### config.mk
export PLATFORM = sky130hd
export DESIGN_NAME = muldiv_unit
export DESIGN_NICKNAME = d
export VERILOG_FILES = /design/src/rtl/muldiv_pkg.sv /design/src/rtl/muldiv_prep.sv /design/src/rtl/muldiv_seq.sv /design/src/rtl/muldiv_iter.sv /design/src/rtl/muldiv_fix.sv /design/src/rtl/muldiv_unit.sv
export SDC_FILE = /design/constraint.sdc
export NUM_CORES = 1
export LEC_CHECK = 0
export BUFFER_PORTS_ARGS = -buffer_cell sky130_fd_sc_hd__buf_2
export CAP_MARGIN = 40
export CORE_AREA = 2 2 148 150
export DETAILED_ROUTE_END_ITERATION = 6
export DIE_AREA = 0 0 150 152
export HOLD_SLACK_MARGIN = 0.03
export PLACE_DENSITY = 0.89
export SLEW_MARGIN = 15
export SYNTH_ARGS = -nofsm -noshare
export SYNTH_HDL_FRONTEND = slang
export SYNTH_SLANG_ARGS = --single-unit
export TNS_END_PERCENT = 20
### constraint.sdc
create_clock -name clk -period 6 [get_ports clk]
set_input_delay 0.6 -clock clk [delete_from_list [all_inputs] [get_ports clk]]
set_output_delay 0.6 -clock clk [all_outputs]
set_load 0.01 [all_outputs]
### src/rtl/muldiv_pkg.sv
package muldiv_pkg;

  typedef enum logic [1:0] {
    OP_MULS = 2'b00,
    OP_MULU = 2'b01,
    OP_DIVS = 2'b10,
    OP_DIVU = 2'b11
  } md_op_e;

  typedef enum logic [1:0] {
    ST_IDLE = 2'b00,
    ST_RUN  = 2'b01,
    ST_FIX  = 2'b10
  } md_state_e;

endpackage

### src/rtl/muldiv_prep.sv
module muldiv_prep
  import muldiv_pkg::*;
#(
  parameter int W = 32
) (
  input  logic [1:0]   op,
  input  logic [W-1:0] a,
  input  logic [W-1:0] b,
  output logic [W-1:0] mag_a,
  output logic [W-1:0] mag_b,
  output logic         is_div,
  output logic         neg_main,
  output logic         neg_rem
);
  md_op_e opc;
  logic   sgn;

  always_comb begin
    opc      = md_op_e'(op);
    sgn      = (opc == OP_MULS) || (opc == OP_DIVS);
    is_div   = (opc == OP_DIVS) || (opc == OP_DIVU);
    mag_a    = (sgn && a[W-1]) ? (~a + 1'b1) : a;
    mag_b    = (sgn && b[W-1]) ? (~b + 1'b1) : b;
    neg_main = sgn && (a[W-1] ^ b[W-1]);
    neg_rem  = sgn && is_div && a[W-1];
  end
endmodule

### src/rtl/muldiv_seq.sv
module muldiv_seq
  import muldiv_pkg::*;
#(
  parameter int W = 32
) (
  input  logic clk,
  input  logic rst_n,
  input  logic req_valid,
  output logic ready,
  output logic load,
  output logic step,
  output logic wr,
  output logic busy
);
  localparam int CW = (W > 1) ? $clog2(W) : 1;
  localparam logic [CW-1:0] LAST = CW'(W - 1);

  md_state_e st;
  logic [CW-1:0] cnt;

  always_comb begin
    ready = (st == ST_IDLE);
    load  = ready && req_valid;
    step  = (st == ST_RUN);
    wr    = (st == ST_FIX);
    busy  = (st != ST_IDLE);
  end

  always_ff @(posedge clk) begin
    if (!rst_n) begin
      st  <= ST_IDLE;
      cnt <= '0;
    end else begin
      unique case (st)
        ST_IDLE: if (load) begin
          st  <= ST_RUN;
          cnt <= '0;
        end
        ST_RUN: begin
          cnt <= cnt + 1'b1;
          if (cnt == LAST) st <= ST_FIX;
        end
        ST_FIX:  st <= ST_IDLE;
        default: st <= ST_IDLE;
      endcase
    end
  end
endmodule

### src/rtl/muldiv_iter.sv
module muldiv_iter #(
  parameter int W = 32
) (
  input  logic         clk,
  input  logic         rst_n,
  input  logic         load,
  input  logic         step,
  input  logic         div_in,
  input  logic [W-1:0] mag_a,
  input  logic [W-1:0] mag_b,
  output logic [W-1:0] upper,
  output logic [W-1:0] lower,
  output logic         div_q
);
  logic [W-1:0] opnd;
  logic [W:0]   mul_sum;
  logic [W:0]   rem_sh;
  logic [W:0]   diff;
  logic         fits;

  always_comb begin
    mul_sum = {1'b0, upper} + (lower[0] ? {1'b0, opnd} : '0);
    rem_sh  = {upper, lower[W-1]};
    diff    = rem_sh - {1'b0, opnd};
    fits    = !diff[W];
  end

  always_ff @(posedge clk) begin
    if (!rst_n) begin
      upper <= '0;
      lower <= '0;
      opnd  <= '0;
      div_q <= 1'b0;
    end else if (load) begin
      upper <= '0;
      lower <= mag_a;
      opnd  <= mag_b;
      div_q <= div_in;
    end else if (step) begin
      if (div_q) begin
        upper <= fits ? diff[W-1:0] : rem_sh[W-1:0];
        lower <= {lower[W-2:0], fits};
      end else begin
        upper <= mul_sum[W:1];
        lower <= {mul_sum[0], lower[W-1:1]};
      end
    end
  end
endmodule

### src/rtl/muldiv_fix.sv
module muldiv_fix #(
  parameter int W = 32
) (
  input  logic         is_div,
  input  logic         neg_main,
  input  logic         neg_rem,
  input  logic [W-1:0] upper,
  input  logic [W-1:0] lower,
  output logic [W-1:0] hi_n,
  output logic [W-1:0] lo_n
);
  logic [2*W-1:0] prod;
  logic [2*W-1:0] prod_s;

  always_comb begin
    prod   = {upper, lower};
    prod_s = neg_main ? (~prod + 1'b1) : prod;
    if (is_div) begin
      lo_n = neg_main ? (~lower + 1'b1) : lower;
      hi_n = neg_rem  ? (~upper + 1'b1) : upper;
    end else begin
      hi_n = prod_s[2*W-1:W];
      lo_n = prod_s[W-1:0];
    end
  end
endmodule

### src/rtl/muldiv_unit.sv
module muldiv_unit #(
  parameter int W = 32
) (
  input  logic         clk,
  input  logic         rst_n,
  input  logic         req_valid,
  output logic         req_ready,
  input  logic [1:0]   req_op,
  input  logic [W-1:0] req_a,
  input  logic [W-1:0] req_b,
  output logic         busy,
  output logic         done,
  output logic [W-1:0] hi,
  output logic [W-1:0] lo
);
  logic [W-1:0] mag_a, mag_b, upper, lower, hi_n, lo_n;
  logic is_div_c, neg_main_c, neg_rem_c;
  logic neg_main_q, neg_rem_q, div_q;
  logic load, step, wr;

  muldiv_prep #(.W(W)) u_prep (
    .op(req_op), .a(req_a), .b(req_b),
    .mag_a(mag_a), .mag_b(mag_b),
    .is_div(is_div_c), .neg_main(neg_main_c), .neg_rem(neg_rem_c)
  );

  muldiv_seq #(.W(W)) u_seq (
    .clk(clk), .rst_n(rst_n), .req_valid(req_valid),
    .ready(req_ready), .load(load), .step(step), .wr(wr), .busy(busy)
  );

  muldiv_iter #(.W(W)) u_iter (
    .clk(clk), .rst_n(rst_n), .load(load), .step(step),
    .div_in(is_div_c), .mag_a(mag_a), .mag_b(mag_b),
    .upper(upper), .lower(lower), .div_q(div_q)
  );

  muldiv_fix #(.W(W)) u_fix (
    .is_div(div_q), .neg_main(neg_main_q), .neg_rem(neg_rem_q),
    .upper(upper), .lower(lower), .hi_n(hi_n), .lo_n(lo_n)
  );

  always_ff @(posedge clk) begin
    if (!rst_n) begin
      neg_main_q <= 1'b0;
      neg_rem_q  <= 1'b0;
    end else if (load) begin
      neg_main_q <= neg_main_c;
      neg_rem_q  <= neg_rem_c;
    end
  end

  always_ff @(posedge clk) begin
    if (!rst_n) begin
      hi   <= '0;
      lo   <= '0;
      done <= 1'b0;
    end else begin
      done <= wr;
      if (wr) begin
        hi <= hi_n;
        lo <= lo_n;
      end
    end
  end
endmodule

==> results.md, run 1 <==
- Status: finished with violations
- Period minus WS final: around 4.1 ns
- R2R cell count: 13
- IO buf count: about 140
- Post_cts resized: 0
- Largest net degree at the start of global routing: 100
- DRC errors left: 37
- Worst path slowest cell: nor2_1
- CP max FO: 16
- Total gr overflow: 0
- DRT antenna net count: 0
- Antenna violations before repair: 0
- Avg WL per Cell: 20.1 microns
- Sequential-to-total area share from yosys stat: 0.248
- Starting Density: 0.647
- Total clock sinks: ~170
- Ys Warns: 0
- Most common cell after layout, fill and taps aside: nand2_1
- # rows: 54
- Worst Setup SP: u_iter.lower[0]
- Core area: ~0.021 sq mm
- Global-route wire length before repair: approximately 67000 microns
- Die W: ~150 microns
- Slew Limit Headroom: 0.402
- Net Count, Synth: 1938
- Initial drt markers: between 1500 and 2000
- Fin nets: 1992
- # IOs: roughly 140
- Flops & latches, synth: roughly 170
- Placed cell areas: about 0.015 sq mm
- Mean Syn Cell Area: 7.69 sq um
- CTS Buf Count: 17
- RSZ-0062 raised after global routing: false
- Final setup viols: 0
- Synth Flop Type: dfxtp_1
- Critical Path AT: about 4.4 ns
- Post-CTS Setup Repair Bufs: 0
- Post-synth ARST share: 0
- Area of the multi-input gates: between 0.009 and 0.01 sq mm
- Tot GR Track Use: 0.364
- MaxCap Viol Count: 0
- Final clock period utilization by the worst path: 0.684
- Clock root cell: clkbuf_16
- Hold Crit Class: in2reg
- Top cell type's share of synthesized area: 0.248
- Cell Chain, Critical Path: inv_1, nor2_1, fa_1, a21o_1, a21oi_1, o21a_1, nor4b_1, nor2_1, nor2_1, o311a_1, and4_1, nor3_1, o211ai_1
- Post-route setup slack: approximately 1.9 ns
- Reg2Reg Launch Point: u_iter.lower[0]
- Fraction of layout cells with a size suffix above 1: 0.122
- Inserted Diodes: 0
- Hold_ws: around 0.42 ns
- Vias in the first global route: approximately 13000
- Clk_lat worst skew: approximately 0.45 ns
- Setup TNS: 0 ns
- Slew Viols, Final: 0
- Distinct cells, synth: between 70 and 80
- WP data required: 6.32 ns
- Fillers: ~1800
- CTS Buffer Depth: 2
- Most frequent cells in the layout: 208 x nand2_1, 170 x dfxtp_1, 137 x nor2_1
- Hold Fails Final Rpt: 0
- Post-synthesis cell area: around 0.014 sq mm
- P per Cell Area: between 200 and 250 mW/mm^2
- Failing checks: design-rule violations
- Largest area contributor in the netlist: dfxtp_1
- Worst Setup Start Kind: flop
- H-tree Lvls: 4
- Die Y: roughly 150 microns
- TritonCTS clock tree: done
- Routed wire length: 43100 microns
- Lkg Pwr: 7.21 nW
- CP Class: reg2reg
- RePlAce Congestion: approximately 0.96
- Final core occ: 0.712
- Drt first pass iters: 7
- Number of enable flip-flop cells after synthesis: 0
- Via count: 14250
- F_max: roughly 0.24 GHz
- Flip-flop and latch area: roughly 0.0034 sq mm
- Cell mode on critical path: nor2_1
- Hold Path Cell Cnt: 3
- Worst Setup End Kind: flop
- CTS Hold Bufs: 0
- CP max stage delay: between 0.5 and 0.6 ns
- Max VDD drop: 200 uV
- Worst Hold Launch: req_op[1]
- Fin Clk Skew: 0.0211 ns
- Post-Place Worst Slack: ~2.0 ns
- Synth area leaders: dfxtp_1 25%, o211a_1 6.4%, ha_1 6.3%
- Area Overhead vs Synth: 10.0%
- Worst-Margin Slew: ~0.90 ns
- Dpl hpwl: 31300 microns
- Design area: roughly 0.015 sq mm
- Reg clk slew, reported paths: around 0.07 ns
- Vias per cell: roughly 6.6
- Gate Count Post-Synth: between 1500 and 2000
- Full die area: between 0.02 and 0.025 sq mm
[worst paths after layout]
| path | endpoint | slack (ns) |
|---|---|---|
| worst min register to register | hi[18] | 0.46 |
| worst max-delay path | u_iter.upper[25] | 1.89 |
| worst min-delay path | u_iter.div_q | 0.42 |
| worst max register to register | u_iter.upper[25] | 1.89 |
[cell families after synthesis]
group | Yosys count | synth area share
buffers and inverters | 180 | 0.0506
XOR/XNOR | 168 | 0.106
AND/OR/NAND/NOR | 586 | 0.202
AO/OA/AOI/OAI | 561 | 0.282
flip-flops | 171 | 0.248
adder cells (fa/ha/maj) | 72 | 0.0663
multiplexers | 59 | 0.0445
[power by group]
| part | leakage, nW | total (mW) | internal, mW | switching, mW |
|---|---|---|---|---|
| clock network | 0.289 | 1.12 | 0.561 | 0.561 |
| registers | 1.39 | 1.29 | 1.19 | 0.0998 |
| logic | 5.53 | 0.985 | 0.393 | 0.592 |
[through the flow]
step | total power, mW | cells
3_5_place_dp | 2.25 | 2111
5_1_grt | 3.52 | 2144
2_1_floorplan | 1.99 | 1797
3_3_place_gp | 2.22 | 2107
4_1_cts | 3.36 | 2143
6_report | 3.39 | 2144
[worst max-delay path: cells and delay by family, from the launching register on]
kind,cells,cell delay [ns]
and+or+nand+nor,6,1.44
AOI/OAI and AO/OA,5,1.19
buffers and inverters,1,0.48
adders and majority gates,1,0.46
DFF,1,0.40
[flip-flops by register name (all words and copies together) (netlist names)]
register and cells:
done 1, hi 32, lo 32, neg_main_q 1, neg_rem_q 1, u_iter.div_q 1
u_iter.lower 32, u_iter.opnd 32, u_iter.upper 32, u_seq.cnt 5, u_seq.st 2
[cells in the mapped netlist, drive strengths merged (39+ instances only)]
cell type and n:
mux2i 39, o211a 89, nor3 45, inv 61, nor2 139, xnor2 86
xor2 82, nand2 209, ha 70, dfxtp 171, a21oi 128, a21o 40
clkbuf 96, o21ai 109
[final cells by class]
class,count,share of cell area
Tap cell,280,0.0230
Timing Repair Buffer,154,0.0576
Multi-Input combinational cell,1446,0.639
Clock inverter,15,0.0116
Clock buffer,17,0.0280
Inverter,61,0.0151
Sequential cell,171,0.225
[routing by layer]
metal,global-route usage,vias up,share of wire
met5,0,-,0
met4,0.142,0,0.038
met3,0.0634,130,0.10
met2,0.562,838,0.44
met1,0.504,6674,0.42
li1,-,6608,-
Note: power is estimated with default switching activity, not from simulation.
==> run 2: changes to the inputs <==
--- a/config.mk
+++ b/config.mk
@@ -7,11 +7,11 @@
 export LEC_CHECK = 0
 export BUFFER_PORTS_ARGS = -buffer_cell sky130_fd_sc_hd__buf_2
 export CAP_MARGIN = 40
-export CORE_AREA = 2 2 148 150
+export CORE_AREA = 2 2 154 156
 export DETAILED_ROUTE_END_ITERATION = 6
-export DIE_AREA = 0 0 150 152
+export DIE_AREA = 0 0 156 158
 export HOLD_SLACK_MARGIN = 0.03
-export PLACE_DENSITY = 0.89
+export PLACE_DENSITY = 0.83
 export SLEW_MARGIN = 15
 export SYNTH_ARGS = -nofsm -noshare
 export SYNTH_HDL_FRONTEND = slang
==> constraint.sdc (replaced) <==
create_clock -name clk -period 4.3 [get_ports clk]
set_input_delay 0.43 -clock clk [delete_from_list [all_inputs] [get_ports clk]]
set_output_delay 0.43 -clock clk [all_outputs]
set_load 0.01 [all_outputs]
==> run 2 against run 1 <==
First-iteration DRC count is 2.1% lower. Global-route usage decreased by 1.9 points. Routed wire length up 1.0%. Critical path type unchanged. Worst hold slack worse by 0.17 ns. The flow now finishes without violations. Utilization decreased by 4.5 points. Final cell count grew 1.5%. Final area up 1.1%. Non-clock buffer count grew 23. Sequential share of layout area fell by 0.25 points. Register-to-register slack got worse by 1.6 ns.
==> results.md, run 2 (same netlist as run 1, synthesis figures left out) <==
- Critical Path AT: 4.38 ns (-0.04 ns)
- Worst Hold Launch: req_op[1]
- Sw power: 1.75 mW (+40%)
- Area Overhead vs Synth: 11.3%
- Clk_lat worst skew: 0.45 ns (about the same)
- Total clock sinks: 171 (unchanged)
- Min-Delay Endpoint: u_iter.div_q
- RSZ-0062 raised after global routing: false
- WP data required: 4.64 ns (-1.68 ns)
- Die Y: 158 microns (+3.9%)
- Via count: 14345 (+0.67%)
- CTS Hold Bufs: 0 (unchanged)
- Most common cell after layout, fill and taps aside: nand2_1
- Worst Setup Start Kind: flop
- Clock power share: 0.331 (about the same)
- # rows: 56 (+3.7%)
- P per Cell Area: 312 mW/mm^2 (+40%)
- Combinational power share: 0.302 (+0.012)
- Inserted Diodes: 0 (unchanged)
- Hold Fails Final Rpt: 0 (unchanged)
- CP Class: reg2reg
- Vias per cell: 6.59 (-0.81%)
- Hold Crit Class: in2reg
- Fillers: 1971 (+12%)
- Tot GR Track Use: 0.345 (-0.0190)
- Largest net degree at the start of global routing: 100 (unchanged)
- Slew Viols, Final: 0 (unchanged)
- Max VDD drop: 275 uV (+38%)
- Post-CTS Setup Repair Bufs: 0 (unchanged)
- Antenna violations before repair: 0 (unchanged)
- Fraction of layout cells with a size suffix above 1: 0.133 (+0.0102)
- Avg WL per Cell: 20.0 microns (-0.48%)
- Initial drt markers: 1648 (-2.1%)
- R2R cell count: 14 (+1)
- # IOs: 136 (unchanged)
- Total power: 4.80 mW (+41%)
- Switching part of the total: 0.366 (-0.00371)
- Total gr overflow: 0 (unchanged)
- CP max FO: 22 (+6)
- Slew Limit Headroom: 0.395 (-0.00701)
- Sequential power share: 0.367 (-0.012)
- TritonCTS clock tree: done
- CTS Buf Count: 17 (unchanged)
- Die W: 156 microns (+4.0%)
- DRC errors left: 0 (-100%)
- Starting Density: 0.599 (-0.0478)
- Reg2Reg Setup Slack: 0.25 ns (-1.64 ns)
- R2r endpoint: u_iter.upper[16]
- H-tree Lvls: 4 (unchanged)
- Vias in the first global route: 12976 (+0.65%)
- Status: finished, final reports clean
- Reg2Reg Launch Point: u_iter.lower[31]
- Worst Setup End Kind: flop
- Routed wire length: 43500 microns (+1.0%)
- Dpl hpwl: 32500 microns (+3.6%)
- RePlAce Congestion: 1.03 (+7.3%)
- MaxCap Viol Count: 0 (unchanged)
- Drt first pass iters: 6 (-1)
- Global-route wire length before repair: 68000 microns (+1.5%)
- Final clock period utilization by the worst path: 0.941 (+0.257)
- Core area: 0.0231 sq mm (+8.0%)
- Post_cts resized: 0 (unchanged)
- IO buf count: 135 (unchanged)
- Period minus WS final: 4.05 ns (-0.0593 ns)
- Most frequent cells in the layout: 208 x nand2_1, 170 x dfxtp_1, 137 x nor2_1
- Hold Path Cell Cnt: 3 (unchanged)
- F_max: 0.247 GHz (+1.5%)
- Setup TNS: 0 ns (unchanged)
- Fin nets: 2015 (+1.2%)
- Clock root cell: clkbuf_16
- CTS Buffer Depth: 2 (unchanged)
- Dpl cells: 2143 (+1.5%)
- DRT antenna net count: 0 (unchanged)
- Final setup viols: 0 (unchanged)
- Worst-Margin Slew: 0.908 ns (+0.0105 ns)
- Full die area: 0.0246 sq mm (+8.1%)
- Fin Clk Skew: 0.0176 ns (-0.00352 ns)
- Pint: 3.04 mW (+42%)
- Reg clk slew, reported paths: 0.07 ns (about the same)
- Lkg Pwr: 7.33 nW (+1.6%)
- Finished Layout Cells: 2176 (+1.5%)
run 2: cell types whose count changed in the layout (fill, tap and decap cells not counted), sizes merged:
cell and delta:
buf +23, clkinv -6, clkinvlp +2, inv +2, bufinv +1
run 2: final cells by class:
| cell class | count | area (sq um) | area share |
|---|---|---|---|
| inverters | 61 | 229 | 0.0149 |
| flip-flops and latches | 171 | 3430 | 0.223 |
| repair buffers | 177 | 1060 | 0.0690 |
| multi-input cells | 1446 | 9710 | 0.632 |
| clock inverters | 14 | 156 | 0.0102 |
| well taps | 290 | 363 | 0.0236 |
| clock buffers | 17 | 425 | 0.0277 |
run 2: per-layer routing:
metal  routed length [microns]  part of all wire  GRT usage  vias to the layer above
met5                         0                 0          0                        -
met4                      1810             0.042      0.140                        0
met3                      4200             0.097     0.0646                      168
met2                     19100              0.44      0.542                      809
met1                     18400              0.42      0.467                     6690
li1                          -                 -          -                     6678
run 2: how the worst max path moves through the flow:
stage | startpoint | endpoint | cells past startpoint
3_3_place_gp | u_iter.lower[31] | u_iter.upper[15] | 14
6_report | u_iter.lower[31] | u_iter.upper[16] | 14
5_1_grt | u_iter.upper[0] | u_iter.upper[22] | 13
2_1_floorplan | u_iter.lower[31] | u_iter.upper[28] | 13
3_5_place_dp | u_iter.lower[31] | u_iter.upper[15] | 14
4_1_cts | u_iter.lower[31] | u_iter.upper[16] | 14
run 2: power by group through the flow:
stage                     Sequential, mW  Combinational (mW)  Clock, mW
after global placement              1.79                1.37          0
after floorplan                     1.75                1.02          0
after CTS                           1.76                1.41       1.59
after detailed placement            1.79                1.39          0
after global routing                1.77                1.56       1.65
final                               1.76                1.45       1.59
run 2: stage by stage:
stage	area (sq um)	hold slack, ns	setup WS [ns]	util
2_1_floorplan	13800	0.443	0.847	-
3_3_place_gp	14700	0.448	0.678	0.637
3_5_place_dp	14700	0.456	0.488	0.639
4_1_cts	15300	0.253	0.392	0.665
5_1_grt	15400	0.264	0.0413	0.667
6_report	15400	0.251	0.254	0.667
run 2: critical path, cell delays in order (launching register included):
cell and delay, ns:
dfxtp_1 0.43, inv_1 0.11, ha_1 0.25, fa_1 0.41, nand2b_1 0.18, a21o_1 0.19, a211oi_1 0.40, o211a_1 0.29
mux2i_1 0.59, nor2_2 0.10, buf_4 0.26, mux2_2 0.30, a21oi_1 0.16, o21ai_0 0.12, o211a_1 0.14
==> run 3: changes to the inputs <==
--- a/config.mk
+++ b/config.mk
@@ -6,7 +6,6 @@
 export NUM_CORES = 1
 export LEC_CHECK = 0
 export BUFFER_PORTS_ARGS = -buffer_cell sky130_fd_sc_hd__buf_2
-export CAP_MARGIN = 40
 export CORE_AREA = 2 2 154 156
 export DETAILED_ROUTE_END_ITERATION = 6
 export DIE_AREA = 0 0 156 158
==> constraint.sdc (replaced) <==
create_clock -name clk -period 3.8 [get_ports clk]
set_input_delay 0.38 -clock clk [delete_from_list [all_inputs] [get_ports clk]]
set_output_delay 0.38 -clock clk [all_outputs]
set_load 0.01 [all_outputs]
==> run 3 against run 2 <==
The flow now finishes with violations (design-rule violations). Via count shrank 1.5%. Clock skew shrank 0.0037 ns. Sequential power grew 13%. Global-route usage shrank 0.67 points. Combinational power grew 11%. Utilization is essentially flat. Critical endpoint is now u_iter.upper[22]. Sequential share of layout area is essentially flat. Highest routed layer unchanged. Critical path depth shrank 1.
==> results.md, run 3 (same netlist as run 1, synthesis figures left out) <==
- # rows: 56 (unchanged)
- Status: finished with violations
- Sw power: 1.96 mW (+12%)
- Worst Setup Start Kind: flop
- Period minus WS final: 3.51 ns (-0.540 ns)
- Final clock period utilization by the worst path: 0.923 (-0.0182)
- CTS Buf Count: 17 (unchanged)
- Inserted Diodes: 0 (unchanged)
- # IOs: 136 (unchanged)
- Max VDD drop: 291 uV (+5.7%)
- Slew Viols, Final: 0 (unchanged)
- Worst-Margin Slew: 1.11 ns (+0.199 ns)
- Hold Crit Class: in2reg
- CP max FO: 23 (+4.5%)
- Via count: 14134 (-1.5%)
- RSZ-0062 raised after global routing: false
- Die W: 156 microns (unchanged)
- CTS Hold Bufs: 0 (unchanged)
- RePlAce Congestion: 1.00 (-3.0%)
- CTS Buffer Depth: 2 (unchanged)
- Final setup viols: 0 (unchanged)
- Clk_lat worst skew: 0.45 ns (about the same)
- Global-route wire length before repair: 66900 microns (-1.7%)
- Fin Clk Skew: 0.0139 ns (-0.00371 ns)
- Reg clk slew, reported paths: 0.08 ns (about the same)
- H-tree Lvls: 4 (unchanged)
- Total clock sinks: 171 (unchanged)
- Worst Setup End Kind: flop
- DRC errors left: 2 (+2)
- Area Overhead vs Synth: 11.2% (about the same)
- Total power: 5.36 mW (+12%)
- Avg WL per Cell: 19.3 microns (-3.5%)
- Sequential power share: 0.372 (+0.005)
- Lkg Pwr: 7.33 nW (about the same)
- Core area: 0.0231 sq mm (unchanged)
- Most frequent cells in the layout: 208 x nand2_1, 170 x dfxtp_1, 137 x nor2_1
- TritonCTS clock tree: done
- Worst path slowest cell: dfxtp_1
- CP Class: reg2reg
- Vias in the first global route: 12765 (-1.6%)
- Most common cell after layout, fill and taps aside: nand2_1
- Hold Fails Final Rpt: 0 (unchanged)
- Full die area: 0.0246 sq mm (unchanged)
- DRT antenna net count: 0 (unchanged)
- Fin nets: 2019 (+0.20%)
- Vias per cell: 6.48 (-1.7%)
- Fraction of layout cells with a size suffix above 1: 0.136 (+0.00335)
- F_max: 0.285 GHz (+15%)
- WP data required: 4.13 ns (-0.51 ns)
- IO buf count: 135 (unchanged)
- Initial drt markers: 1566 (-5.0%)
- Clock power share: 0.328 (-0.003)
- Cell mode on critical path: o211a_1
- Starting Density: 0.599 (unchanged)
- Failing checks: design-rule violations
- CP max stage delay: 0.50 ns (-0.09 ns)
- Critical Path AT: 3.83 ns (-0.55 ns)
- Switching part of the total: 0.367 (+0.000924)
- Die Y: 158 microns (unchanged)
- Fillers: 1906 (-3.3%)
- Clock root cell: clkbuf_16
- Largest net degree at the start of global routing: 83 (-17%)
- Pint: 3.39 mW (+11%)
- Routed wire length: 42100 microns (-3.2%)
- MaxCap Viol Count: 0 (unchanged)
- Cell Chain, Critical Path: inv_1, fa_1, nand2b_1, a21o_1, a211oi_2, o211a_1, mux2i_1, nor2_2, buf_12, mux2_2, a21oi_1, o21ai_0, o211a_1
- Combinational power share: 0.300 (-0.002)
- Setup TNS: 0 ns (unchanged)
- Dpl hpwl: 31400 microns (-3.2%)
- Tot GR Track Use: 0.338 (-0.00668)
- Drt first pass iters: 7 (+1)
- Final core occ: 0.667 (about the same)
- Antenna violations before repair: 0 (unchanged)
- Slew Limit Headroom: 0.262 (-0.133)
- Total gr overflow: 0 (unchanged)
- P per Cell Area: 349 mW/mm^2 (+12%)
run 3: cell types whose count changed in the layout (fill, tap and decap cells not counted), moves of 2 or more:
cell / before / now
buf_16: 2 / 0
buf_8: 2 / 0
inv_8: 6 / 3
buf_4: 38 / 45
inv_6: 1 / 4
clkinv_8: 1 / 3
run 3: stage by stage:
| step | cell area [sq um] | hold slack [ns] | instances | worst slack [ns] |
|---|---|---|---|---|
| after floorplan | 13800 | 0.443 | 1797 | 0.347 |
| after detailed placement | 14800 | 0.460 | 2149 | 0.276 |
| after CTS | 15400 | 0.204 | 2181 | 0.237 |
| after global routing | 15400 | 0.214 | 2181 | 0.0383 |
| after global placement | 14800 | 0.449 | 2149 | 0.331 |
| final | 15400 | 0.209 | 2181 | 0.294 |
run 3: power groups by stage:
stage / logic (mW) / clock network [mW] / registers, mW
global route: 1.75 / 1.84 / 2.01
detailed placement: 1.55 / 0 / 2.03
floorplan: 1.16 / 0 / 1.98
global placement: 1.52 / 0 / 2.03
CTS: 1.56 / 1.76 / 1.99
finish: 1.61 / 1.76 / 1.99
run 3: final cells by class:
| type | count | area, sq um | share of cell area |
|---|---|---|---|
| multi-input combinational | 1446 | 9720 | 0.633 |
| inverter | 61 | 229 | 0.0149 |
| sequential | 171 | 3430 | 0.223 |
| tap | 290 | 363 | 0.0236 |
| timing repair buffer | 181 | 1050 | 0.0682 |
| clock inverter | 15 | 151 | 0.00985 |
| clock buffer | 17 | 425 | 0.0277 |
run 3: critical path, delay by kind of cell, from the launching register on:
| family | cells | cell delay, ns |
|---|---|---|
| flops | 1 | 0.50 |
| buf+inv | 2 | 0.41 |
| fa+ha+maj | 1 | 0.46 |
| compound gates | 6 | 1.15 |
| mux | 2 | 0.48 |
| simple gates | 2 | 0.38 |
run 3: timing repair:
item                       4_1_cts  5_1_grt
resized for setup                0        1
setup endpoints to repair        0        3
setup buffers                    0        0
run 3: path summary, 6_finish.rpt:
kind | from | end | slack [ns] | depth (start not counted)
hold reg to reg | hi[1] | hi[1] | 0.46 | 2
setup / recovery | u_iter.upper[0] | u_iter.upper[22] | 0.29 | 13
setup reg to reg | u_iter.upper[0] | u_iter.upper[22] | 0.29 | 13
hold / removal | req_op[1] | u_iter.div_q | 0.21 | 3
run 3: metal layers:
| metal | wire, microns | part of all wire | GRT usage | vias to the layer above |
|---|---|---|---|---|
| met3 | 4240 | 0.10 | 0.0704 | 115 |
| met5 | 0 | 0 | 0 | - |
| met1 | 18200 | 0.43 | 0.465 | 6632 |
| met2 | 18200 | 0.43 | 0.525 | 720 |
| met4 | 1460 | 0.035 | 0.121 | 0 |
| li1 | - | - | - | 6667 |
